File: src/rtl/idle_pkg.sv
package idle_pkg;

   localparam int CS_W = 3;

   typedef enum logic [CS_W-1:0] {
      CS_ACTIVE  = 3'd0,
      CS_HALT    = 3'd1,
      CS_WAIT    = 3'd2,
      CS_STOPCLK = 3'd3,
      CS_SLEEP   = 3'd4,
      CS_DEEP    = 3'd5,
      CS_DEEPER  = 3'd6,
      CS_OFF     = 3'd7
   } cstate_e;

   // Power level announced for a package state; zero means none.
   function automatic logic [CS_W-1:0] level_of(input logic [CS_W-1:0] st);
      if (st >= CS_STOPCLK) return st - 3'd1;
      return '0;
   endfunction

endpackage

File: src/rtl/idle_req_decode.sv
module idle_req_decode
   import idle_pkg::*;
#(
   parameter int OFS_W        = 4,
   parameter int OFS_BASE     = 4,
   parameter int NUM_LVL      = 5,
   parameter bit DIRECT_FIRST = 1'b1
) (
   input  logic                     dir_vld,
   input  logic [CS_W-1:0]          dir_hint,
   input  logic                     io_vld,
   input  logic [OFS_W-1:0]         io_ofs,
   input  logic [NUM_LVL*CS_W-1:0]  cfg_map,
   output logic                     upd,
   output cstate_e                  nxt
);

   logic    io_hit;
   cstate_e io_st;

   always_comb begin
      io_hit = 1'b0;
      io_st  = CS_ACTIVE;
      for (int k = 0; k < NUM_LVL; k++) begin
         if (io_vld && (io_ofs == OFS_W'(OFS_BASE + k))) begin
            io_hit = 1'b1;
            io_st  = cstate_e'(cfg_map[k*CS_W +: CS_W]);
         end
      end
   end

   assign upd = dir_vld | io_hit;

   generate
      if (DIRECT_FIRST) begin : g_dir_first
         assign nxt = dir_vld ? cstate_e'(dir_hint) : io_st;
      end else begin : g_io_first
         assign nxt = io_hit ? io_st : cstate_e'(dir_hint);
      end
   endgenerate

endmodule

File: src/rtl/idle_core_track.sv
module idle_core_track
   import idle_pkg::*;
(
   input  logic    clk,
   input  logic    rst_n,
   input  logic    wake,
   input  logic    upd,
   input  cstate_e nxt,
   output cstate_e st
);

   always_ff @(posedge clk) begin
      if (!rst_n)    st <= CS_ACTIVE;
      else if (wake) st <= CS_ACTIVE;
      else if (upd)  st <= nxt;
   end

endmodule

File: src/rtl/idle_pkg_merge.sv
module idle_pkg_merge
   import idle_pkg::*;
#(
   parameter int NUM_CORES = 2,
   parameter bit PKG_REG   = 1'b1
) (
   input  logic                      clk,
   input  logic                      rst_n,
   input  logic [NUM_CORES*CS_W-1:0] cores,
   output logic [CS_W-1:0]           pkg
);

   logic [CS_W-1:0] shared;

   always_comb begin
      shared = CS_OFF;
      for (int i = 0; i < NUM_CORES; i++) begin
         if (cores[i*CS_W +: CS_W] < shared) shared = cores[i*CS_W +: CS_W];
      end
   end

   generate
      if (PKG_REG) begin : g_reg
         always_ff @(posedge clk) begin
            if (!rst_n) pkg <= CS_ACTIVE;
            else        pkg <= shared;
         end
      end else begin : g_comb
         assign pkg = shared;
      end
   endgenerate

endmodule

File: src/rtl/idle_notify.sv
module idle_notify
   import idle_pkg::*;
#(
   parameter int LVL_W = 3
) (
   input  logic              clk,
   input  logic              rst_n,
   input  logic [CS_W-1:0]   pkg,
   output logic              vld,
   input  logic              rdy,
   output logic [LVL_W-1:0]  lvl
);

   logic [LVL_W-1:0] want;
   logic [LVL_W-1:0] sent;

   assign want = LVL_W'(level_of(pkg));

   always_ff @(posedge clk) begin
      if (!rst_n) begin
         vld  <= 1'b0;
         lvl  <= '0;
         sent <= '0;
      end else if (vld && rdy) begin
         vld  <= 1'b0;
         sent <= lvl;
      end else if (!vld && (want != '0) && (want != sent)) begin
         vld <= 1'b1;
         lvl <= want;
      end else if (want == '0) begin
         sent <= '0;
      end
   end

endmodule

File: src/rtl/pkg_idle_coord.sv
module pkg_idle_coord
   import idle_pkg::*;
#(
   parameter int NUM_CORES    = 2,
   parameter int OFS_W        = 4,
   parameter int OFS_BASE     = 4,
   parameter int NUM_LVL      = 5,
   parameter int LVL_W        = 3,
   parameter bit DIRECT_FIRST = 1'b1,
   parameter bit PKG_REG      = 1'b1
) (
   input  logic                        clk,
   input  logic                        rst_n,
   input  logic [NUM_CORES-1:0]        dir_req_vld,
   input  logic [NUM_CORES*3-1:0]      dir_req_hint,
   input  logic [NUM_CORES-1:0]        io_rd_vld,
   input  logic [NUM_CORES*OFS_W-1:0]  io_rd_ofs,
   input  logic [NUM_LVL*3-1:0]        cfg_hint_map,
   input  logic                        clk_stop,
   input  logic                        brk_evt,
   output logic [NUM_CORES*3-1:0]      core_state,
   output logic [2:0]                  pkg_state,
   output logic                        ntf_valid,
   input  logic                        ntf_ready,
   output logic [LVL_W-1:0]            ntf_level,
   output logic                        pend_brk
);

   localparam int OFS_TOP = OFS_BASE + NUM_LVL - 1;

   generate
      if (NUM_CORES < 2) begin : g_bad_cores
         $error("NUM_CORES must be at least 2");
      end
      if (NUM_LVL < 1) begin : g_bad_lvl
         $error("NUM_LVL must be at least 1");
      end
      if (OFS_TOP >= (1 << OFS_W)) begin : g_bad_ofs
         $error("offset window does not fit OFS_W");
      end
      if (LVL_W < CS_W) begin : g_bad_lvlw
         $error("LVL_W too narrow for levels");
      end
   endgenerate

   logic wake;
   assign wake = clk_stop & brk_evt;

   generate
      for (genvar i = 0; i < NUM_CORES; i++) begin : g_core
         logic    upd;
         cstate_e nxt;
         cstate_e st;

         idle_req_decode #(
            .OFS_W       (OFS_W),
            .OFS_BASE    (OFS_BASE),
            .NUM_LVL     (NUM_LVL),
            .DIRECT_FIRST(DIRECT_FIRST)
         ) u_dec (
            .dir_vld (dir_req_vld[i]),
            .dir_hint(dir_req_hint[i*3 +: 3]),
            .io_vld  (io_rd_vld[i]),
            .io_ofs  (io_rd_ofs[i*OFS_W +: OFS_W]),
            .cfg_map (cfg_hint_map),
            .upd     (upd),
            .nxt     (nxt)
         );

         idle_core_track u_trk (
            .clk  (clk),
            .rst_n(rst_n),
            .wake (wake),
            .upd  (upd),
            .nxt  (nxt),
            .st   (st)
         );

         assign core_state[i*3 +: 3] = st;
      end
   endgenerate

   idle_pkg_merge #(
      .NUM_CORES(NUM_CORES),
      .PKG_REG  (PKG_REG)
   ) u_merge (
      .clk  (clk),
      .rst_n(rst_n),
      .cores(core_state),
      .pkg  (pkg_state)
   );

   idle_notify #(
      .LVL_W(LVL_W)
   ) u_ntf (
      .clk  (clk),
      .rst_n(rst_n),
      .pkg  (pkg_state),
      .vld  (ntf_valid),
      .rdy  (ntf_ready),
      .lvl  (ntf_level)
   );

   always_ff @(posedge clk) begin
      if (!rst_n)        pend_brk <= 1'b0;
      else if (clk_stop) pend_brk <= pend_brk | brk_evt;
      else               pend_brk <= 1'b0;
   end

endmodule

File: config.mk
export PLATFORM = sky130hd
export DESIGN_NAME = pkg_idle_coord
export DESIGN_NICKNAME = d
export VERILOG_FILES = /design/src/rtl/idle_pkg.sv /design/src/rtl/idle_req_decode.sv /design/src/rtl/idle_core_track.sv /design/src/rtl/idle_pkg_merge.sv /design/src/rtl/idle_notify.sv /design/src/rtl/pkg_idle_coord.sv
export SDC_FILE = /design/constraint.sdc
export NUM_CORES = 1
export LEC_CHECK = 0
export ABC_AREA = 1
export CAP_MARGIN = 30
export CORE_MARGIN = 2
export CORE_UTILIZATION = 30
export CTS_CLUSTER_SIZE = 14
export DETAILED_ROUTE_END_ITERATION = 10
export DONT_BUFFER_PORTS = 1
export GPL_TIMING_DRIVEN = 1
export PLACE_DENSITY = 0.44
export SYNTH_ARGS = -nofsm -noshare
export SYNTH_HDL_FRONTEND = slang
export SYNTH_HIERARCHICAL = 1
export SYNTH_SLANG_ARGS = --single-unit
File: constraint.sdc
create_clock -name clk -period 3.5 [get_ports clk]
set_input_delay 0.35 -clock clk [delete_from_list [all_inputs] [get_ports clk]]
set_output_delay 0.35 -clock clk [all_outputs]
set_load 0.03 [all_outputs]
==> results_tabular.tex, run 1 <==
\begin{tabular}{lr}
\hline
Metric & Value \\
\hline
\multicolumn{2}{l}{\textbf{Power}} \\
Static leakage power & 0.8370 nW \\
Max IR drop VDD & 0.0001116 V \\
P per Cell Area & 295.5 mW/mm\^{}2 \\
\multicolumn{2}{l}{\textbf{Logic synthesis}} \\
Synthesized flop and latch total & 17 \\
Yosys warnings & 6 \\
Post-Synthesis Cells & 251 \\
Portion of synthesized cell area occupied by the leading cell type & 24.18\% \\
Sequential share of the synthesized area & 24.18\% \\
Total nets after synthesis & 294 \\
Top post-synthesis cells by area & dfxtp\_1, nand2\_1, inv\_1 \\
Library cell with the largest summed area after synthesis & dfxtp\_1 \\
Post-synthesis cell type count & 16 \\
Average cell area after synthesis & 5.608 sq um \\
Combined area of all synthesized cells & 0.001408 sq mm \\
\multicolumn{2}{l}{\textbf{Placement}} \\
Placed Cells & 302 \\
Count of buffers from port buffering & 0 \\
HPWL Detailed & 2973 um \\
Placer's final routability congestion estimate & 0.7884 \\
Worst slack at placement & 1.674 ns \\
\multicolumn{2}{l}{\textbf{Floorplan}} \\
Number of top-level pins & 52 \\
Die Outline Area & 0.005256 sq mm \\
Number of cell rows & 24 \\
Total core area & 0.004444 sq mm \\
Effective utilization at floorplan & 31.67\% \\
Die H & 72.50 um \\
Horizontal die dimension & 72.50 um \\
\multicolumn{2}{l}{\textbf{Final layout}} \\
Layout cells sized above 1 & 8.661\% \\
Layout Cells excl Fill & 306 \\
Diode insertion count for antenna repair & 0 \\
Nets & 298 \\
Area grow syn2layout & 7.555\% \\
\multicolumn{2}{l}{\textbf{Clock tree}} \\
Level count of the clock H-tree & 1 \\
CTS max path bufs & 2 \\
Clock transition time at the flip-flop clock pins of the worst setup and hold paths & 0.07 ns \\
Number of buffers inserted to repair setup after CTS & 0 \\
Cell at the root of the clock tree & clkbuf\_8 \\
Clk sink count & 17 \\
Total of hold buffers inserted after clock tree synthesis & 0 \\
Clock Latency Late Sink & 0.25 ns \\
Number of buffers inserted during clock tree synthesis & 3 \\
Resized Gates After CTS & 0 \\
CTS tree & done \\
\multicolumn{2}{l}{\textbf{STA}} \\
Maximum clock rate & 0.5442 GHz \\
Final-report hold violation count & 0 \\
Setup-violating endpoint count in the final report & 0 \\
Setup repair after global routing missed its margin & false \\
Worst-margin pin slew & 0.4380 ns \\
Accumulated negative setup slack & 0 ns \\
Worst path setup slack after routing & 1.662 ns \\
Part of the cycle the worst path needs & 52.50\% \\
Number of pins with negative max-slew slack in the final report & 0 \\
Headroom to the max-slew limit & 70.76\% \\
Minimum period implied by the final worst setup slack & 1.838 ns \\
Skew final & 0.005884 ns \\
\multicolumn{2}{l}{\textbf{Global routing}} \\
Vias in the first global route & 1,361 \\
Largest net degree at the start of global routing & 11 \\
Total GRT Usage & 15.17\% \\
Global-route wire length before repair & 6175 um \\
Antenna violations before repair & 0 \\
GR Overflow Total & 0 \\
\multicolumn{2}{l}{\textbf{Drt}} \\
Total Wirelength & 3571 um \\
ANT nets after route & 0 \\
Routed length per instance & 11.67 um \\
Iteration-0 DRC count of the detailed router & 50 \\
Total iterations of the first detailed-routing run & 4 \\
Average via count per standard cell & 4.637 \\
Vias after detailed routing & 1,419 \\
Total DRC errors in the routed layout & 0 \\
\multicolumn{2}{l}{\textbf{Setup path}} \\
Worst Path Max Fanout & 7 \\
Startpoint kind of the worst setup timing path & flip-flop \\
Ordered list of cells on the worst path & inv\_1, ha\_1, inv\_1, nand2\_1, nand2\_2, nand2\_2, a21oi\_1, nand2\_2, nor2\_1, nor2\_2 \\
Required time of the critical path & 3.65 ns \\
Delay of the slowest cell on the worst path & 0.55 ns \\
Flop-to-flop setup slack & 1.66 ns \\
Cell repeated most along the worst path & nand2\_2 \\
Worst path top cell family by delay & simple AND/OR/NAND/NOR gates \\
WP buf/inv & 2 \\
CP Capture Type & flip-flop \\
Crit path DAT & 1.99 ns \\
Cell type of the slowest stage on the worst timing path & dfxtp\_1 \\
Critical path class & reg2reg \\
\multicolumn{2}{l}{\textbf{Run status}} \\
Status & completed \\
\multicolumn{2}{l}{\textbf{Job}} \\
Number of maximum-capacitance constraint violations & 0 \\
\multicolumn{2}{l}{\textbf{Min path}} \\
Class of the tightest hold or removal check & in2reg \\
\hline
\end{tabular}
sequential cells by signal, indices dropped and copies added, names as in the netlist:
| register | cells |
|---|---|
| u_merge/pkg | 3 |
| u_ntf/sent | 3 |
| u_ntf/vld | 1 |
| pend_brk | 1 |
| g_core.u_trk/st | 6 |
| u_ntf/lvl | 3 |
routing by layer:
metal  track usage (%)  wire length (um)  vias up  share of wire [%]
met5                 0                 0        -                  0
met4             4.321                26        0               0.73
met3             5.417               227        4                6.4
met2             25.28              1708       34                 48
met1             18.42              1609      608                 45
li1                  -                 -      773                  -
report_power, final:
part,switching [mW],total (mW),internal (mW)
Sequential,0.0205,0.221,0.200
Clock,0.0673,0.148,0.0808
Combinational,0.0496,0.0787,0.0291
Total,0.137,0.447,0.310
path summary, 6_finish.rpt:
kind / start / end / cells after the start
min reg2reg: u_ntf/sent[0] / u_ntf/sent[0] / 2
max: u_merge/pkg[0] / u_ntf/lvl[0] / 10
min: clk_stop / pend_brk / 2
max reg2reg: u_merge/pkg[0] / u_ntf/lvl[0] / 10
cell families (layout without fill, tap and decap cells):
group,after synthesis,count (layout),share of synthesized area [%]
buf+inv,47,50,12.53
fa+ha+maj,5,5,4.444
flops,17,17,24.18
compound gates,16,16,5.956
simple gates,166,166,52.89
worst reg2reg max path: cells and delay by family, from the launching register on:
family / cells / cell delay, ns
AO/OA/AOI/OAI: 1 / 0.18
adder cells (fa/ha/maj): 1 / 0.24
flip-flops: 1 / 0.55
AND/OR/NAND/NOR: 6 / 0.56
buffers and inverters: 2 / 0.21
per-stage QoR:
step	cell area (sq um)	hold WS, ns	util [%]	total power [mW]
2_1_floorplan	1408	0.4470	-	0.2891
3_3_place_gp	1469	0.4774	33.05	0.3046
3_5_place_dp	1469	0.4735	33.05	0.3044
4_1_cts	1514	0.2012	34.07	0.4561
5_1_grt	1514	0.1993	34.07	0.4819
6_report	1514	0.2114	34.07	0.4474
area by class of cell:
type | instances | area [sq um]
flip-flops and latches | 17 | 340.3
well taps | 52 | 65.06
fillers | 535 | 2930
multi-input cells | 187 | 890.9
clock buffers | 4 | 45.04
inverters | 46 | 172.7
synth_stat cells:
| library cell | instances |
|---|---|
| nand2_1 | 80 |
| nor2_2 | 6 |
| nor2_1 | 39 |
| nor2_4 | 2 |
| or2_1 | 2 |
| nand4_2 | 2 |
| nand4_1 | 8 |
| nand3b_1 | 2 |
| ha_1 | 5 |
| clkbuf_1 | 1 |
| a21oi_2 | 1 |
| nand3_1 | 17 |
| nand2_2 | 8 |
| inv_1 | 46 |
| dfxtp_1 | 17 |
| a21oi_1 | 15 |
placed cells by master (no fill, tap or decap), types with 2 or more instances in the layout:
cell	Yosys	final
a21oi_1	15	15
clkbuf_8	0	3
dfxtp_1	17	17
ha_1	5	5
inv_1	46	46
nand2_1	80	80
nand2_2	8	8
nand3_1	17	17
nand3b_1	2	2
nand4_1	8	8
nand4_2	2	2
nor2_1	39	39
nor2_2	6	6
nor2_4	2	2
or2_1	2	2
Power figures use the tool's default switching activity.
==> run 2: changes to the inputs <==
PLACE_DENSITY = 0.45   (was 0.44)
clock period = 1.64 ns   (was 3.5 ns; I/O delays follow)
==> results_tabular.tex, run 2 (same netlist as run 1, synthesis figures left out) <==
\begin{tabular}{lr}
\hline
Metric & Value \\
\hline
\multicolumn{2}{l}{\textbf{Drt}} \\
Routed length per instance & 11.22 um \\
Vias after detailed routing & 1,437 \\
Total iterations of the first detailed-routing run & 4 \\
Total DRC errors in the routed layout & 0 \\
ANT nets after route & 0 \\
Iteration-0 DRC count of the detailed router & 82 \\
Total Wirelength & 3546 um \\
Average via count per standard cell & 4.547 \\
\multicolumn{2}{l}{\textbf{Global routing}} \\
Vias in the first global route & 1,398 \\
GR Overflow Total & 0 \\
Total GRT Usage & 14.25\% \\
Antenna violations before repair & 0 \\
Global-route wire length before repair & 5982 um \\
Largest net degree at the start of global routing & 11 \\
\multicolumn{2}{l}{\textbf{Clock tree}} \\
CTS tree & done \\
Clk sink count & 17 \\
Total of hold buffers inserted after clock tree synthesis & 0 \\
Cell at the root of the clock tree & clkbuf\_8 \\
Clock Latency Late Sink & 0.25 ns \\
CTS max path bufs & 2 \\
Level count of the clock H-tree & 1 \\
Number of buffers inserted during clock tree synthesis & 3 \\
Resized Gates After CTS & 0 \\
Clock transition time at the flip-flop clock pins of the worst setup and hold paths & 0.07 ns \\
Number of buffers inserted to repair setup after CTS & 0 \\
\multicolumn{2}{l}{\textbf{Setup path}} \\
Worst Path Max Fanout & 7 \\
Critical path class & reg2reg \\
Startpoint kind of the worst setup timing path & flip-flop \\
Cell repeated most along the worst path & nand2\_2 \\
Worst path top cell family by delay & simple AND/OR/NAND/NOR gates \\
WP buf/inv & 2 \\
CP Capture Type & flip-flop \\
Ordered list of cells on the worst path & inv\_2, ha\_1, inv\_1, nand2\_1, nand2\_2, nand2\_2, a21oi\_1, nand2\_2, nor2\_1, nor2\_2 \\
Delay of the slowest cell on the worst path & 0.36 ns \\
Required time of the critical path & 1.79 ns \\
Crit path DAT & 1.64 ns \\
Cell type of the slowest stage on the worst timing path & dfxtp\_2 \\
Flop-to-flop setup slack & 0.15 ns \\
\multicolumn{2}{l}{\textbf{Run status}} \\
Status & completed \\
\multicolumn{2}{l}{\textbf{STA}} \\
Setup repair after global routing missed its margin & false \\
Final-report hold violation count & 0 \\
Skew final & 0.004476 ns \\
Setup-violating endpoint count in the final report & 0 \\
Worst path setup slack after routing & 0.1516 ns \\
Headroom to the max-slew limit & 75.80\% \\
Number of pins with negative max-slew slack in the final report & 0 \\
Minimum period implied by the final worst setup slack & 1.488 ns \\
Accumulated negative setup slack & 0 ns \\
Worst-margin pin slew & 0.3625 ns \\
Maximum clock rate & 0.6719 GHz \\
Part of the cycle the worst path needs & 90.75\% \\
\multicolumn{2}{l}{\textbf{Placement}} \\
Count of buffers from port buffering & 0 \\
Placer's final routability congestion estimate & 0.7782 \\
Worst slack at placement & 0.1422 ns \\
Placed Cells & 312 \\
HPWL Detailed & 2939 um \\
\multicolumn{2}{l}{\textbf{Final layout}} \\
Layout cells sized above 1 & 13.26\% \\
Most frequent cells in the layout & nand2\_1, inv\_1, nor2\_1 \\
Reg with most FFs & g\_core.u\_trk/st \\
Flip-flop count of the largest register after layout & 6 \\
Diode insertion count for antenna repair & 0 \\
Nets & 308 \\
Fillcell total & 517 \\
Area grow syn2layout & 13.33\% \\
Layout Cells excl Fill & 316 \\
Leading cell type in the layout, fill and taps excluded & nand2\_1 \\
\multicolumn{2}{l}{\textbf{Floorplan}} \\
Number of top-level pins & 52 \\
Horizontal die dimension & 72.50 um \\
Total core area & 0.004444 sq mm \\
Die Outline Area & 0.005256 sq mm \\
Number of cell rows & 24 \\
Die H & 72.50 um \\
Effective utilization at floorplan & 31.67\% \\
\multicolumn{2}{l}{\textbf{Power}} \\
Max IR drop VDD & 0.0003774 V \\
Static leakage power & 0.8947 nW \\
Total power after layout & 0.9788 mW \\
P per Cell Area & 613.6 mW/mm\^{}2 \\
\multicolumn{2}{l}{\textbf{Min path}} \\
Class of the tightest hold or removal check & in2reg \\
\multicolumn{2}{l}{\textbf{Job}} \\
Number of maximum-capacitance constraint violations & 0 \\
\hline
\end{tabular}
==> run 2: routing by layer <==
layer  global-route usage [%]  share of wire, %  wire [um]
met1                    17.52                46       1640
met2                    24.46                46       1627
met3                    4.861               7.4        262
met4                    2.469              0.45         16
met5                        0                 0          0
==> run 2: cell type report <==
| class | count | area (sq um) | area share (%) |
|---|---|---|---|
| timing repair buffer | 10 | 78.83 | 4.941 |
| sequential | 17 | 341.6 | 21.41 |
| multi-input combinational | 187 | 890.9 | 55.84 |
| clock inverter | 1 | 5.005 | 0.3137 |
| tap | 52 | 65.06 | 4.078 |
| inverter | 46 | 172.7 | 10.82 |
| clock buffer | 3 | 41.29 | 2.588 |
==> run 2: report_power, final <==
part           internal, mW  switching [mW]
clock network         0.169           0.151
logic                0.0785           0.138
registers             0.427          0.0154
total                 0.675           0.304
==> run 2: worst reg2reg max path, stage by stage, from the launching register on <==
cell	delay, ns
dfxtp_2	0.36
inv_2	0.06
ha_1	0.21
inv_1	0.05
nand2_1	0.05
nand2_2	0.08
nand2_2	0.07
a21oi_1	0.18
nand2_2	0.12
nor2_1	0.15
nor2_2	0.05
==> run 2: worst paths after layout <==
check / startpoint / endpoint / cells past startpoint
worst min-delay path: rst_n / u_merge/pkg[2] / 2
worst max register to register: u_merge/pkg[0] / u_ntf/lvl[1] / 10
worst max-delay path: u_merge/pkg[0] / u_ntf/lvl[1] / 10
worst min register to register: g_core[0].u_trk/st[2] / g_core[0].u_trk/st[2] / 2
==> run 2: metrics by stage <==
stage | hold slack, ns | utilization [%] | area (sq um)
6_report | 0.02473 | 35.90 | 1595
5_1_grt | 0.01171 | 35.90 | 1595
4_1_cts | 0.02193 | 35.81 | 1592
3_5_place_dp | 0.2921 | 34.77 | 1545
3_3_place_gp | 0.2889 | 34.77 | 1545
2_1_floorplan | 0.2616 | - | 1409
==> run 3: changes to the inputs <==
CELL_PAD_IN_SITES_DETAIL_PLACEMENT = 0   (was unset)
CELL_PAD_IN_SITES_GLOBAL_PLACEMENT = 1   (was unset)
PLACE_DENSITY = 0.63   (was 0.45)
==> results_tabular.tex, run 3 (same netlist as run 1, synthesis figures left out) <==
\begin{tabular}{lr}
\hline
Metric & Value \\
\hline
\multicolumn{2}{l}{\textbf{Global routing}} \\
Global-route wire length before repair & 6210 um \\
Antenna violations before repair & 0 \\
Largest net degree at the start of global routing & 11 \\
Total GRT Usage & 14.86\% \\
GR Overflow Total & 0 \\
Vias in the first global route & 1,377 \\
\multicolumn{2}{l}{\textbf{Floorplan}} \\
Die H & 72.50 um \\
Horizontal die dimension & 72.50 um \\
Effective utilization at floorplan & 31.67\% \\
Die Outline Area & 0.005256 sq mm \\
Total core area & 0.004444 sq mm \\
Number of top-level pins & 52 \\
Number of cell rows & 24 \\
\multicolumn{2}{l}{\textbf{Power}} \\
Static leakage power & 0.8951 nW \\
Total power after layout & 0.9773 mW \\
Max IR drop VDD & 0.0003722 V \\
P per Cell Area & 612.2 mW/mm\^{}2 \\
\multicolumn{2}{l}{\textbf{STA}} \\
Worst-margin pin slew & 0.3697 ns \\
Skew final & 0.002566 ns \\
Number of pins with negative max-slew slack in the final report & 0 \\
Minimum period implied by the final worst setup slack & 1.503 ns \\
Maximum clock rate & 0.6652 GHz \\
Setup repair after global routing missed its margin & true \\
Headroom to the max-slew limit & 75.32\% \\
Final-report hold violation count & 0 \\
Part of the cycle the worst path needs & 91.67\% \\
Setup-violating endpoint count in the final report & 0 \\
\multicolumn{2}{l}{\textbf{Clock tree}} \\
CTS max path bufs & 2 \\
Cell at the root of the clock tree & clkbuf\_8 \\
Level count of the clock H-tree & 1 \\
Number of buffers inserted to repair setup after CTS & 0 \\
Clock Latency Late Sink & 0.25 ns \\
Total of hold buffers inserted after clock tree synthesis & 0 \\
Resized Gates After CTS & 0 \\
Clk sink count & 17 \\
CTS tree & done \\
Number of buffers inserted during clock tree synthesis & 3 \\
Clock transition time at the flip-flop clock pins of the worst setup and hold paths & 0.07 ns \\
\multicolumn{2}{l}{\textbf{Setup path}} \\
Cell repeated most along the worst path & nand2\_2 \\
Cell type of the slowest stage on the worst timing path & dfxtp\_2 \\
Flop-to-flop setup slack & 0.14 ns \\
Ordered list of cells on the worst path & ha\_1, nor2\_2, nand2\_2, nand2\_2, nand2\_2, nand2\_1, inv\_1, nand2\_1, nand2\_2, nor2\_1, nor2\_2 \\
Worst Path Max Fanout & 7 \\
Delay of the slowest cell on the worst path & 0.34 ns \\
Startpoint kind of the worst setup timing path & flip-flop \\
CP Capture Type & flip-flop \\
Critical path class & reg2reg \\
Required time of the critical path & 1.79 ns \\
Crit path DAT & 1.66 ns \\
Length in cells of the worst reg-to-reg path & 11 \\
\multicolumn{2}{l}{\textbf{Min path}} \\
Cell depth of the worst hold path & 2 \\
Class of the tightest hold or removal check & in2reg \\
\multicolumn{2}{l}{\textbf{Drt}} \\
ANT nets after route & 0 \\
Total DRC errors in the routed layout & 0 \\
Total iterations of the first detailed-routing run & 4 \\
Total Wirelength & 3514 um \\
Average via count per standard cell & 4.547 \\
Iteration-0 DRC count of the detailed router & 42 \\
Vias after detailed routing & 1,437 \\
Routed length per instance & 11.12 um \\
\multicolumn{2}{l}{\textbf{Final layout}} \\
Diode insertion count for antenna repair & 0 \\
Leading cell type in the layout, fill and taps excluded & nand2\_1 \\
Fin util & 35.92\% \\
Layout cells sized above 1 & 13.64\% \\
Area grow syn2layout & 13.42\% \\
Most frequent cells in the layout & nand2\_1, inv\_1, nor2\_1 \\
Flip-flop count of the largest register after layout & 6 \\
Nets & 308 \\
Reg with most FFs & g\_core.u\_trk/st \\
\multicolumn{2}{l}{\textbf{Placement}} \\
Placer's final routability congestion estimate & 0.7896 \\
Count of buffers from port buffering & 0 \\
HPWL Detailed & 2982 um \\
\multicolumn{2}{l}{\textbf{Job}} \\
Number of maximum-capacitance constraint violations & 0 \\
\multicolumn{2}{l}{\textbf{Run status}} \\
Status & completed \\
\hline
\end{tabular}
[run 3: worst paths after layout]
check / from / to
worst min-delay path: rst_n / u_merge/pkg[2]
worst max-delay path: u_merge/pkg[0] / u_ntf/lvl[1]
worst max register to register: u_merge/pkg[0] / u_ntf/lvl[1]
worst min register to register: u_ntf/sent[1] / u_ntf/sent[1]
[run 3: per-layer routing]
layer | global-route usage (%) | share of wire, %
met3 | 4.861 | 5.2
met2 | 24.97 | 47
met1 | 18.80 | 48
met5 | 0 | 0
met4 | 2.675 | 0.46
[run 3: layout make-up]
cell class / instances / area [sq um]
timing repair buffer: 10 / 78.83
clock buffer: 3 / 41.29
sequential: 17 / 342.8
multi-input combinational: 187 / 890.9
fill: 530 / 2848
tap: 52 / 65.06
inverter: 46 / 172.7
clock inverter: 1 / 5.005
[run 3: where the power goes]
part / leakage (nW) / switching, mW / internal, mW / total [mW]
Clock: 0.0255 / 0.150 / 0.169 / 0.319
Combinational: 0.731 / 0.137 / 0.0785 / 0.216
Sequential: 0.139 / 0.0147 / 0.428 / 0.443
[run 3: through the flow]
stage / instances / instance area (sq um) / setup TNS [ns] / hold slack (ns) / setup WS, ns
after floorplan: 251 / 1409 / 0 / 0.2616 / 0.06245
after global placement: 312 / 1545 / 0 / 0.2740 / 0.1579
after detailed placement: 312 / 1545 / 0 / 0.2778 / 0.1241
after CTS: 316 / 1592 / 0 / 0.007852 / 0.1148
after global routing: 316 / 1597 / -0.03184 / 0.01011 / -0.01882
final: 316 / 1597 / 0 / 0.01201 / 0.1367
[run 3: worst max-delay path, delay by kind of cell (launching register included)]
kind	cells	cell delay, ns
buffers and inverters	1	0.04
DFF	1	0.34
adders and majority gates	1	0.20
and+or+nand+nor	9	0.82
